### src/rtl/sip_pkg.sv
package sip_pkg;
  localparam int NUM_SUMS = 4;
  localparam int TAG_RR   = 0;
  localparam int TAG_RAP  = 1;
  localparam int TAG_TAT  = 2;
  localparam int TAG_ATAT = 3;

  typedef enum logic [1:0] {
    OP_ALPHA = 2'd0,
    OP_ZETA  = 2'd1,
    OP_BETA  = 2'd2,
    OP_NONE  = 2'd3
  } op_e;

  typedef enum logic [2:0] {
    ST_IDLE,
    ST_ALPHA,
    ST_ZETA,
    ST_BETA_R,
    ST_BETA_S
  } st_e;
endpackage

### src/rtl/sip_accum.sv
module sip_accum #(
  parameter int NS = 4,
  parameter int DW = 16,
  parameter int AW = 24,
  parameter int OLD_IDX = 0,
  localparam int TW = $clog2(NS)
) (
  input  logic                   clk_i,
  input  logic                   rst_ni,
  input  logic                   valid_i,
  input  logic [TW-1:0]          tag_i,
  input  logic [DW-1:0]          data_i,
  input  logic [NS-1:0]          clear_i,
  output logic [NS-1:0][AW-1:0]  sum_o,
  output logic [AW-1:0]          old_o
);
  logic [AW-1:0] ext_w;
  assign ext_w = AW'($signed(data_i));

  for (genvar g = 0; g < NS; g++) begin : g_sum
    logic [AW-1:0] sum_q;
    always_ff @(posedge clk_i or negedge rst_ni) begin
      if (!rst_ni)                                 sum_q <= '0;
      else if (clear_i[g])                         sum_q <= '0;
      else if (valid_i && (tag_i == TW'(g)))       sum_q <= sum_q + ext_w;
    end
    assign sum_o[g] = sum_q;
  end

  // previous sweep's sum survives its clear
  always_ff @(posedge clk_i or negedge rst_ni) begin
    if (!rst_ni)                 old_o <= '0;
    else if (clear_i[OLD_IDX])   old_o <= sum_o[OLD_IDX];
  end
endmodule

### src/rtl/sip_divider.sv
module sip_divider #(
  parameter int NW   = 24,
  parameter int FRAC = 8,
  parameter int OW   = 16,
  localparam int QN  = NW + FRAC,
  localparam int CW  = $clog2(QN + 1)
) (
  input  logic          clk_i,
  input  logic          rst_ni,
  input  logic          start_i,
  input  logic [NW-1:0] num_i,
  input  logic [NW-1:0] den_i,
  output logic          done_o,
  output logic          dz_o,
  output logic [OW-1:0] quot_o
);
  localparam logic [QN-1:0] MAXP = QN'((64'd1 << (OW - 1)) - 64'd1);

  logic          busy_q, done_q, dz_q, neg_q;
  logic [CW-1:0] cnt_q;
  logic [NW:0]   rem_q;
  logic [QN-1:0] dvd_q;
  logic [NW-1:0] dmag_q;

  logic [NW-1:0] num_mag, den_mag;
  logic [NW:0]   shl, diff;
  logic          ge;

  assign num_mag = num_i[NW-1] ? (~num_i + 1'b1) : num_i;
  assign den_mag = den_i[NW-1] ? (~den_i + 1'b1) : den_i;
  assign shl     = {rem_q[NW-1:0], dvd_q[QN-1]};
  assign ge      = shl >= {1'b0, dmag_q};
  assign diff    = shl - {1'b0, dmag_q};

  always_ff @(posedge clk_i or negedge rst_ni) begin
    if (!rst_ni) begin
      busy_q <= 1'b0;
      done_q <= 1'b0;
      dz_q   <= 1'b0;
      neg_q  <= 1'b0;
      cnt_q  <= '0;
      rem_q  <= '0;
      dvd_q  <= '0;
      dmag_q <= '0;
    end else begin
      done_q <= 1'b0;
      if (start_i) begin
        rem_q  <= '0;
        cnt_q  <= '0;
        dmag_q <= den_mag;
        neg_q  <= num_i[NW-1] ^ den_i[NW-1];
        if (den_i == '0) begin
          dvd_q  <= '0;
          dz_q   <= 1'b1;
          done_q <= 1'b1;
          busy_q <= 1'b0;
        end else begin
          dvd_q  <= {num_mag, {FRAC{1'b0}}};
          dz_q   <= 1'b0;
          busy_q <= 1'b1;
        end
      end else if (busy_q) begin
        rem_q <= ge ? diff : shl;
        dvd_q <= {dvd_q[QN-2:0], ge};
        cnt_q <= cnt_q + 1'b1;
        if (cnt_q == CW'(QN - 1)) begin
          busy_q <= 1'b0;
          done_q <= 1'b1;
        end
      end
    end
  end

  logic [OW-1:0] mag_clip;
  assign mag_clip = (dvd_q > MAXP) ? MAXP[OW-1:0] : dvd_q[OW-1:0];
  assign quot_o   = dz_q ? '0 : (neg_q ? (~mag_clip + 1'b1) : mag_clip);
  assign done_o   = done_q;
  assign dz_o     = dz_q;
endmodule

### src/rtl/sip_scalar_unit.sv
module sip_scalar_unit
  import sip_pkg::*;
#(
  parameter int DW      = 16,
  parameter int ACC_EXT = 8,
  parameter int FRAC    = 8,
  parameter int SW      = 16
) (
  input  logic          clk_i,
  input  logic          rst_ni,
  input  logic          prod_valid_i,
  input  logic [1:0]    prod_tag_i,
  input  logic [DW-1:0] prod_i,
  input  logic [3:0]    clear_i,
  input  logic          start_i,
  input  logic [1:0]    op_i,
  output logic [SW-1:0] alpha_o,
  output logic [SW-1:0] zeta_o,
  output logic [SW-1:0] beta_o,
  output logic          done_o,
  output logic          busy_o,
  output logic          err_o
);
  localparam int AW = DW + ACC_EXT;
  localparam int PW = 2 * SW;
  localparam logic signed [PW-1:0] B_HI = PW'((64'sd1 <<< (SW - 1)) - 64'sd1);
  localparam logic signed [PW-1:0] B_LO = -B_HI - 1;

  logic [NUM_SUMS-1:0][AW-1:0] sum_w;
  logic [AW-1:0]               rr_old_w;

  sip_accum #(.NS(NUM_SUMS), .DW(DW), .AW(AW), .OLD_IDX(TAG_RR)) u_acc (
    .clk_i   (clk_i),
    .rst_ni  (rst_ni),
    .valid_i (prod_valid_i),
    .tag_i   (prod_tag_i),
    .data_i  (prod_i),
    .clear_i (clear_i),
    .sum_o   (sum_w),
    .old_o   (rr_old_w)
  );

  st_e           st_q;
  logic          launch, div_start, div_done, div_dz;
  logic [AW-1:0] div_num, div_den;
  logic [SW-1:0] div_q;
  logic [SW-1:0] alpha_q, zeta_q, beta_q, qr_q;
  logic          rflag_q, done_q, err_q;

  assign launch    = (st_q == ST_IDLE) && start_i && (op_i != OP_NONE);
  assign div_start = launch || ((st_q == ST_BETA_R) && div_done);

  always_comb begin
    div_num = sum_w[TAG_RR];
    div_den = sum_w[TAG_RAP];
    if (st_q == ST_BETA_R) begin
      div_num = AW'($signed(alpha_q));
      div_den = AW'($signed(zeta_q));
    end else begin
      unique case (op_i)
        OP_ZETA: begin div_num = sum_w[TAG_TAT]; div_den = sum_w[TAG_ATAT]; end
        OP_BETA: begin div_num = sum_w[TAG_RR];  div_den = rr_old_w;        end
        default: ;
      endcase
    end
  end

  sip_divider #(.NW(AW), .FRAC(FRAC), .OW(SW)) u_div (
    .clk_i   (clk_i),
    .rst_ni  (rst_ni),
    .start_i (div_start),
    .num_i   (div_num),
    .den_i   (div_den),
    .done_o  (div_done),
    .dz_o    (div_dz),
    .quot_o  (div_q)
  );

  // beta = (alpha/zeta) * (rr_new/rr_old), rescaled and clipped
  logic signed [PW-1:0] bprod, bshift;
  logic [SW-1:0]        beta_clip;
  assign bprod  = $signed(div_q) * $signed(qr_q);
  assign bshift = bprod >>> FRAC;
  always_comb begin
    if (bshift > B_HI)      beta_clip = B_HI[SW-1:0];
    else if (bshift < B_LO) beta_clip = B_LO[SW-1:0];
    else                    beta_clip = bshift[SW-1:0];
  end

  always_ff @(posedge clk_i or negedge rst_ni) begin
    if (!rst_ni) begin
      st_q    <= ST_IDLE;
      alpha_q <= '0;
      zeta_q  <= '0;
      beta_q  <= '0;
      qr_q    <= '0;
      rflag_q <= 1'b0;
      done_q  <= 1'b0;
      err_q   <= 1'b0;
    end else begin
      done_q <= 1'b0;
      unique case (st_q)
        ST_IDLE: if (launch) begin
          unique case (op_i)
            OP_ALPHA: st_q <= ST_ALPHA;
            OP_ZETA:  st_q <= ST_ZETA;
            default:  st_q <= ST_BETA_R;
          endcase
        end
        ST_ALPHA: if (div_done) begin
          alpha_q <= div_q;
          err_q   <= div_dz;
          done_q  <= 1'b1;
          st_q    <= ST_IDLE;
        end
        ST_ZETA: if (div_done) begin
          zeta_q <= div_q;
          err_q  <= div_dz;
          done_q <= 1'b1;
          st_q   <= ST_IDLE;
        end
        ST_BETA_R: if (div_done) begin
          qr_q    <= div_q;
          rflag_q <= div_dz;
          st_q    <= ST_BETA_S;
        end
        ST_BETA_S: if (div_done) begin
          beta_q <= (rflag_q || div_dz) ? '0 : beta_clip;
          err_q  <= rflag_q || div_dz;
          done_q <= 1'b1;
          st_q   <= ST_IDLE;
        end
        default: st_q <= ST_IDLE;
      endcase
    end
  end

  assign alpha_o = alpha_q;
  assign zeta_o  = zeta_q;
  assign beta_o  = beta_q;
  assign done_o  = done_q;
  assign busy_o  = (st_q != ST_IDLE);
  assign err_o   = err_q;
endmodule

### config.mk
export PLATFORM = sky130hd
export DESIGN_NAME = sip_scalar_unit
export DESIGN_NICKNAME = d
export VERILOG_FILES = /design/src/rtl/sip_pkg.sv /design/src/rtl/sip_accum.sv /design/src/rtl/sip_divider.sv /design/src/rtl/sip_scalar_unit.sv
export SDC_FILE = /design/constraint.sdc
export NUM_CORES = 2
export LEC_CHECK = 0
export ABC_AREA = 1
export ABC_CLOCK_PERIOD_IN_PS = 7100
export BUFFER_PORTS_ARGS = -buffer_cell sky130_fd_sc_hd__buf_2
export CAP_MARGIN = 20
export CORE_UTILIZATION = 25
export DETAILED_ROUTE_END_ITERATION = 12
export PLACE_DENSITY = 0.48
export SLEW_MARGIN = 0
export SYNTH_ARGS = -nofsm -noshare
export SYNTH_HDL_FRONTEND = slang
export SYNTH_HIERARCHICAL = 1
export SYNTH_SLANG_ARGS = --single-unit
### constraint.sdc
create_clock -name clk_i -period 7.1 [get_ports clk_i]
set_clock_uncertainty 0.05 [all_clocks]
set_input_delay 1.42 -clock clk_i [delete_from_list [all_inputs] [get_ports clk_i]]
set_output_delay 1.42 -clock clk_i [all_outputs]
set_load 0.02 [all_outputs]
# ---- Word level (Yosys, flattened, before mapping)
# Index checks and enable logic that the tools add are counted.
dict set report word_totals {
  register_bits 280
  latch_bits 0
  mem_bits_rw 0
  romBits 0
  inputBits 28
  output_inout_bits 51
  mem_count 0
}
dict set report classes {
  add_sub_neg 9
  n_mul 1
  n_div 0
  n_lt_le_gt_ge 4
  eq_ne 16
  n_shift 0
  n_mux 46
  bitwise 4
  reduce_logical 28
}
# op count
set op_table {}
lappend op_table {{24-bit 2-to-1 mux} 16}
lappend op_table {{24-bit adder} 4}
lappend op_table {{16-bit 2-to-1 mux} 6}
lappend op_table {{32-bit 2-to-1 mux} 3}
lappend op_table {{24-bit by 1-bit adder with 24-bit output (second input constant)} 2}
lappend op_table {{24-bit inverter} 2}
lappend op_table {{24-bit one-hot mux with 2 select lines} 1}
lappend op_table {{32-bit by 15-bit > comparator with 1-bit output (second input constant)} 1}
lappend op_table {{16-bit by 16-bit multiplier with 32-bit output} 1}
lappend op_table {{25-bit by 24-bit >= comparator with 1-bit output} 1}
lappend op_table {{24-bit by 16-bit > comparator with 1-bit output (second input constant)} 1}
lappend op_table {{24-bit logical NOT} 1}
lappend op_table {{24-bit by 16-bit < comparator with 1-bit output (second input constant)} 1}
lappend op_table {{24-bit subtractor} 1}
lappend op_table {{16-bit by 1-bit adder with 16-bit output (second input constant)} 1}
lappend op_table {{16-bit inverter} 1}
lappend op_table {{1-bit 2-to-1 mux} 12}
lappend op_table {{6-bit 2-to-1 mux} 2}
lappend op_table {{2-bit nonzero test} 6}
lappend op_table {{3-bit 2-to-1 mux} 3}
lappend op_table {{3-bit one-hot mux with 3 select lines} 1}
lappend op_table {{2-bit by 1-bit inequality test with 1-bit output (second input constant)} 4}
lappend op_table {{2-bit AND reduction} 4}
lappend op_table {{1-bit logical AND} 7}
lappend op_table {{other kinds (18)} 26}

# ---- Longest topological paths before layout
dict set report depth {
  word_depth 11
  ltp_mapped 51
  ltp_nobuf 47
}

# ---- Cells and area by module
# The synthesis kept the hierarchy.
# module instances cells_each area_each_um2 seq_area_each_um2
set by_module_without_submodules {}
lappend by_module_without_submodules {sip_scalar_unit 1 1968 14596.5 1751.7}
lappend by_module_without_submodules {sip_accum 1 1863 11041.8 3002.9}
lappend by_module_without_submodules {sip_divider 1 1042 7049.3 2252.2}

# ---- Worst setup path after synthesis
# No wires, ideal clock.
dict set report synth_timing {
  kind {register to register}
  from {register u_div.dvd_q[28]}
  to {register beta_q[10] (netlist: beta_o[10])}
  arrival_ns 7.448
  t_required_ns 6.933
  path_slack_ns -0.514
  path_stages_with_launch 48
  synth_period_minus_slack_ns 7.614
  path_cell_list {dfrtp_1 nor2_1 nand3_1 nor2_2 nand2_2 buf_6 nor2_1 ha_1 inv_1 nor2_1 nand4_1 nand2_1 nand2_1 nor2_1 nand4_1 nand2_1 nand2_1 nor2_1 [... 12 more ...] ha_1 nand2_1 nor2_2 inv_2 nor2_2 and3_1 nand2_1 nand2_1 nand2_1 nand2_1 nand3_1 nor2_1 nand3b_1 nand2_4 buf_6 nand2_1 nand2_1 nand2_1}
}
dict set report synth_via {
  elab_chain_cells 11
  elab_cells_between_ends 12
  cone_classes {1 x add/sub; 1 x mul; 3 x order compare; 6 x mux; 1 x bitwise}
}
# item line_no
set synth_lines {}
lappend synth_lines {{start, declared} sip_divider.sv:22} ;# logic [QN-1:0] dvd_q;
lappend synth_lines {{start signal, assigned} sip_divider.sv:58} ;# dvd_q <= {num_mag, {FRAC{1'b0}}};
lappend synth_lines {{start signal, assigned} sip_divider.sv:64} ;# dvd_q <= {dvd_q[QN-2:0], ge};
lappend synth_lines {{32-bit by 15-bit > comparator with 1-bit output *} sip_divider.sv:75} ;# assign mag_clip = (dvd_q > MAXP) ? MAXP[OW-1:0] : dvd_q[OW-1:0];
lappend synth_lines {{16-bit 2-to-1 mux *} sip_divider.sv:75}
lappend synth_lines {{16-bit inverter} sip_divider.sv:76} ;# assign quot_o = dz_q ? '0 : (neg_q ? (~mag_clip + 1'b1) : mag_clip);
lappend synth_lines {{16-bit by 1-bit adder with 16-bit output} sip_divider.sv:76}
lappend synth_lines {{16-bit 2-to-1 mux * (2 in a row)} sip_divider.sv:76}
lappend synth_lines {{net div_q[14]} sip_scalar_unit.sv:46} ;# logic [SW-1:0] div_q;
lappend synth_lines {{16-bit by 16-bit multiplier with 32-bit output *} sip_scalar_unit.sv:82} ;# assign bprod = $signed(div_q) * $signed(qr_q);
lappend synth_lines {{24-bit by 16-bit < comparator with 1-bit output} sip_scalar_unit.sv:86} ;# else if (bshift < B_LO) beta_clip = B_LO[SW-1:0];
lappend synth_lines {{16-bit 2-to-1 mux} sip_scalar_unit.sv:86}
lappend synth_lines {{16-bit 2-to-1 mux *} sip_scalar_unit.sv:85} ;# if (bshift > B_HI) beta_clip = B_HI[SW-1:0];
lappend synth_lines {{16-bit 2-to-1 mux *} sip_scalar_unit.sv:128} ;# beta_q <= (rflag_q || div_dz) ? '0 : beta_clip;
lappend synth_lines {{end signal, assigned} sip_scalar_unit.sv:128}
lappend synth_lines {{end, declared} sip_scalar_unit.sv:47} ;# logic [SW-1:0] alpha_q, zeta_q, beta_q, qr_q;
# Mark *: on every way through the listed nets, which the timed path passes. The rest lies on a longest branch.
# A chain may end at the register's enable or synchronous reset.

# ---- Worst setup path in the final report
dict set report layout_timing {
  from {register u_div.dvd_q[19]}
  to {register beta_q[1] (netlist: beta_o[1])}
}
# Same word-level chain as after synthesis.

==> summary.md <==
| Metric | Value |
|---|---|
| CP Data Required Time | 7530 ps |
| Startpoint types | flip-flop |
| Nets@finish | approximately 5600 |
| XOR/XNOR share of the synthesized area | under 10% |
| Rel. slew slack | ~23% |
| Crit Path Max Fanout | 8 |
| Leading cell type in the layout, fill and taps excluded | nand2_1 |
| Hold_ws | just over 400 ps |
| Synth unique cells | between 50 and 60 |
| IO Pins | just under 80 |
| TritonCTS clock tree | done |
| Max-slew violation count | 0 |
| Die Height | between 300 and 400 um |
| Antenna Nets Post-Route | 0 |
| Layout cell share with drive strength beyond 1 | roughly an eighth |
| Post-route setup slack | -489 ps |
| Avg Inst Size Synth | 6.71 um2 |
| CP Capture Type | flip-flop |
| Run status | finished, violations left |
| CTS Buffer Depth | 3 |
| Worst R2R Path Depth | 44 |
| Place WS | -557 ps |
| Vias in the first global route | roughly 30000 |
| Multiplexer area fraction after synthesis | 0% |
| Vias per cell | 4.49 |
| Main combinational cell family by area after synthesis | simple AND/OR/NAND/NOR gates |
| Synthesis-stage register bit count | 280 |
| Synth Area in Adders | approximately a quarter |
| 1st-iter DRT viols | roughly 2200 |
| Max-capacitance violation count | 0 |
| H-Tree Depth | 2 |
| Finished Core Util | 30.1% |
| Syn nets | 5370 |
| Fin crit share | 107% |
| Syn Inst Count | ~5000 |
| Num CTS Buffers | 41 |
| Seq/Total Area, Yosys | between 20% and 30% |
| RSZ-0062 raised after global routing | yes |
| Worst Hold Endpoint | beta_o[9]$_DFFE_PN0P_ |
| Crit Path Class | reg -> reg |
| # DRC | 0 |
| Hold path startpoint | beta_o[9]$_DFFE_PN0P_ |
| CTS sink count | between 200 and 300 |
| Most frequent cells in the layout | 1634 x nand2_1, 954 x inv_1, 310 x nor2_1 |
| Hold Path Depth | 2 |
| Top cell by count, worst path | nand2_1 |
| Pin count of the biggest net entering global routing | 132 |
| Initial antenna violation count | 2 |
| Worst reg-to-reg setup slack | -490 ps |
| Site row count | around 130 |
| Syn. warnings | 6 |
| Global placement routability congestion | between 0.9 and 1 |
| Min Tclk post-route | 7590 ps |
| Fmax | between 100 and 150 MHz |
| Worst EP arrival | between 8000 and 9000 ps |
| Avg WL per Cell | around 16 um |
| Chip width | about 360 um |
| Worst Hold Class | reg -> reg |
| Final setup fails | 16 |
| Final hold vios | 0 |
| Die ar. | 0.132 mm2 |
| Worst-Skew Late Latency | 640 ps |
| Worst slew pin tran | between 1000 and 1500 ps |
| First-pass GRT wire length | 175 mm |
| Violated checks | negative setup slack |
| Critical-path top delay cell | fa_1 |
| Synth Area in Simple Gates | ~30% |
| Drt first pass iters | 5 |
| Reg2reg start | u_div/dvd_q[19]$_DFFE_PN0P_ |
| Async SR Flop Fraction | between 90% and 100% |
| Post-synth EDFFs | 0 |
| Final WL | between 100 and 150 mm |
| Vias after detailed routing | 30822 |
| I/O Buffers | 78 |
| Hpwl dp | 90.5 mm |
| Reg clk slew, reported paths | roughly 60 ps |
| Total global routing overflow | 0 |
| Tot GR Track Use | about 17% |
| Ys flop type | dfrtp_1 |
| RR Endpoint | beta_o[1]$_DFFE_PN0P_ |
| P&R area growth vs syn | 19.2% |
| Setup TNS | -7640 ps |
| Starting Density | 25.2% |
| CTS Hold Buffers Added | 0 |
| Total core area | about 0.13 mm2 |
| CP peak stage delay | roughly 580 ps |
| Compound-Gate Fraction of Synth Area | roughly 9.0% |
| Post-synthesis cell area | about 0.033 mm2 |
| Clock Root Buffer | clkbuf_16 |
[flip-flops by register name, indices dropped and copies added, names as in the netlist, 3 cells and up]
name and cells:
alpha_o 16, beta_o 16, qr_q 16, st_q 3
u_acc/g_sum.sum_q 96, u_acc/old_o 24, u_div/cnt_q 6, u_div/dmag_q 24
u_div/dvd_q 32, u_div/rem_q 24, zeta_o 16
[how the worst max path moves through the flow]
| stage | slack, ps | endpoint | cells after the start | from |
|---|---|---|---|---|
| 3_5_place_dp | -560 | beta_o[1]$_DFFE_PN0P_ | 42 | u_div/dvd_q[27]$_DFFE_PN0P_ |
| 6_report | -490 | beta_o[1]$_DFFE_PN0P_ | 44 | u_div/dvd_q[19]$_DFFE_PN0P_ |
| 5_1_grt | -970 | beta_o[9]$_DFFE_PN0P_ | 45 | u_div/dvd_q[31]$_DFFE_PN0P_ |
| 4_1_cts | -450 | beta_o[1]$_DFFE_PN0P_ | 43 | u_div/dvd_q[26]$_DFFE_PN0P_ |
| 2_1_floorplan | -60 | beta_o[10]$_DFFE_PN0P_ | 47 | u_div/dvd_q[25]$_DFFE_PN0P_ |
| 3_3_place_gp | -560 | beta_o[3]$_DFFE_PN0P_ | 42 | u_div/dvd_q[27]$_DFFE_PN0P_ |
[cell usage after synthesis (all sizes together) (7+ instances only)]
| cell | n | area share, % |
|---|---|---|
| nor2 | 351 | 4.2 |
| nand3b | 18 | 0.41 |
| nor3 | 27 | 0.43 |
| a22o | 7 | 0.19 |
| dfrtp | 280 | 21 |
| a221oi | 24 | 0.64 |
| clkbuf | 123 | 1.4 |
| inv | 981 | 11 |
| a31oi | 21 | 0.40 |
| o31ai | 22 | 0.51 |
| nand2 | 1719 | 20 |
| ha | 203 | 7.8 |
| xnor2 | 37 | 1.0 |
| nand3 | 195 | 3.1 |
| xor2 | 51 | 1.4 |
| o22ai | 11 | 0.21 |
| fa | 266 | 16 |
| o21bai | 8 | 0.20 |
| o21ai | 232 | 3.6 |
| nand4 | 62 | 1.2 |
| a21oi | 157 | 2.4 |
| buf | 26 | 0.63 |
| o221ai | 19 | 0.51 |
[what timing repair did]
item / 4_1_cts / 5_1_grt
gates cloned: 4 / 1
resized for setup: 84 / 97
buffers inserted: 18 / 11
endpoints found under the setup margin: 16 / 16
pin swaps: 35 / 89
[metal layers]
layer	global-route usage, %	share of wire [%]	up-vias	wire, um
met3	2.34	4.6	117	5240
met5	0	0.0071	-	8
met2	28.0	46	622	51600
met4	4.76	2.5	2	2770
met1	23.6	47	14744	53200
li1	-	-	15337	-
[worst max-delay path: cells and delay by family (launching register included)]
family	cells	cell delay [ps]
compound gates	4	540
fa+ha+maj	8	3440
flops	1	370
buf+inv	9	820
simple gates	23	2220
[final cells by class]
cell class,count,area (um2)
diodes,4,10.0
multi-input cells,3462,22200
clock buffers,55,1170
flip-flops and latches,280,7010
fillers,14255,90700
clock inverters,20,264
inverters,984,3720
repair buffers,310,2440
well taps,1742,2180
[cell families after synthesis]
family / Yosys count
simple gates: 2388
xor+xnor: 88
compound gates: 515
flops: 280
buf+inv: 1133
fa+ha+maj: 469
[per-stage QoR]
step                      cells  instance area [um2]
after floorplan            4873                33000
after global placement     6739                36400
after detailed placement   6741                36500
after CTS                  6838                38500
after global routing       6853                39000
final                      6857                39000
Power is not shown: default switching activity piles up to over one toggle a cycle in this logic, so the estimate is an artifact.
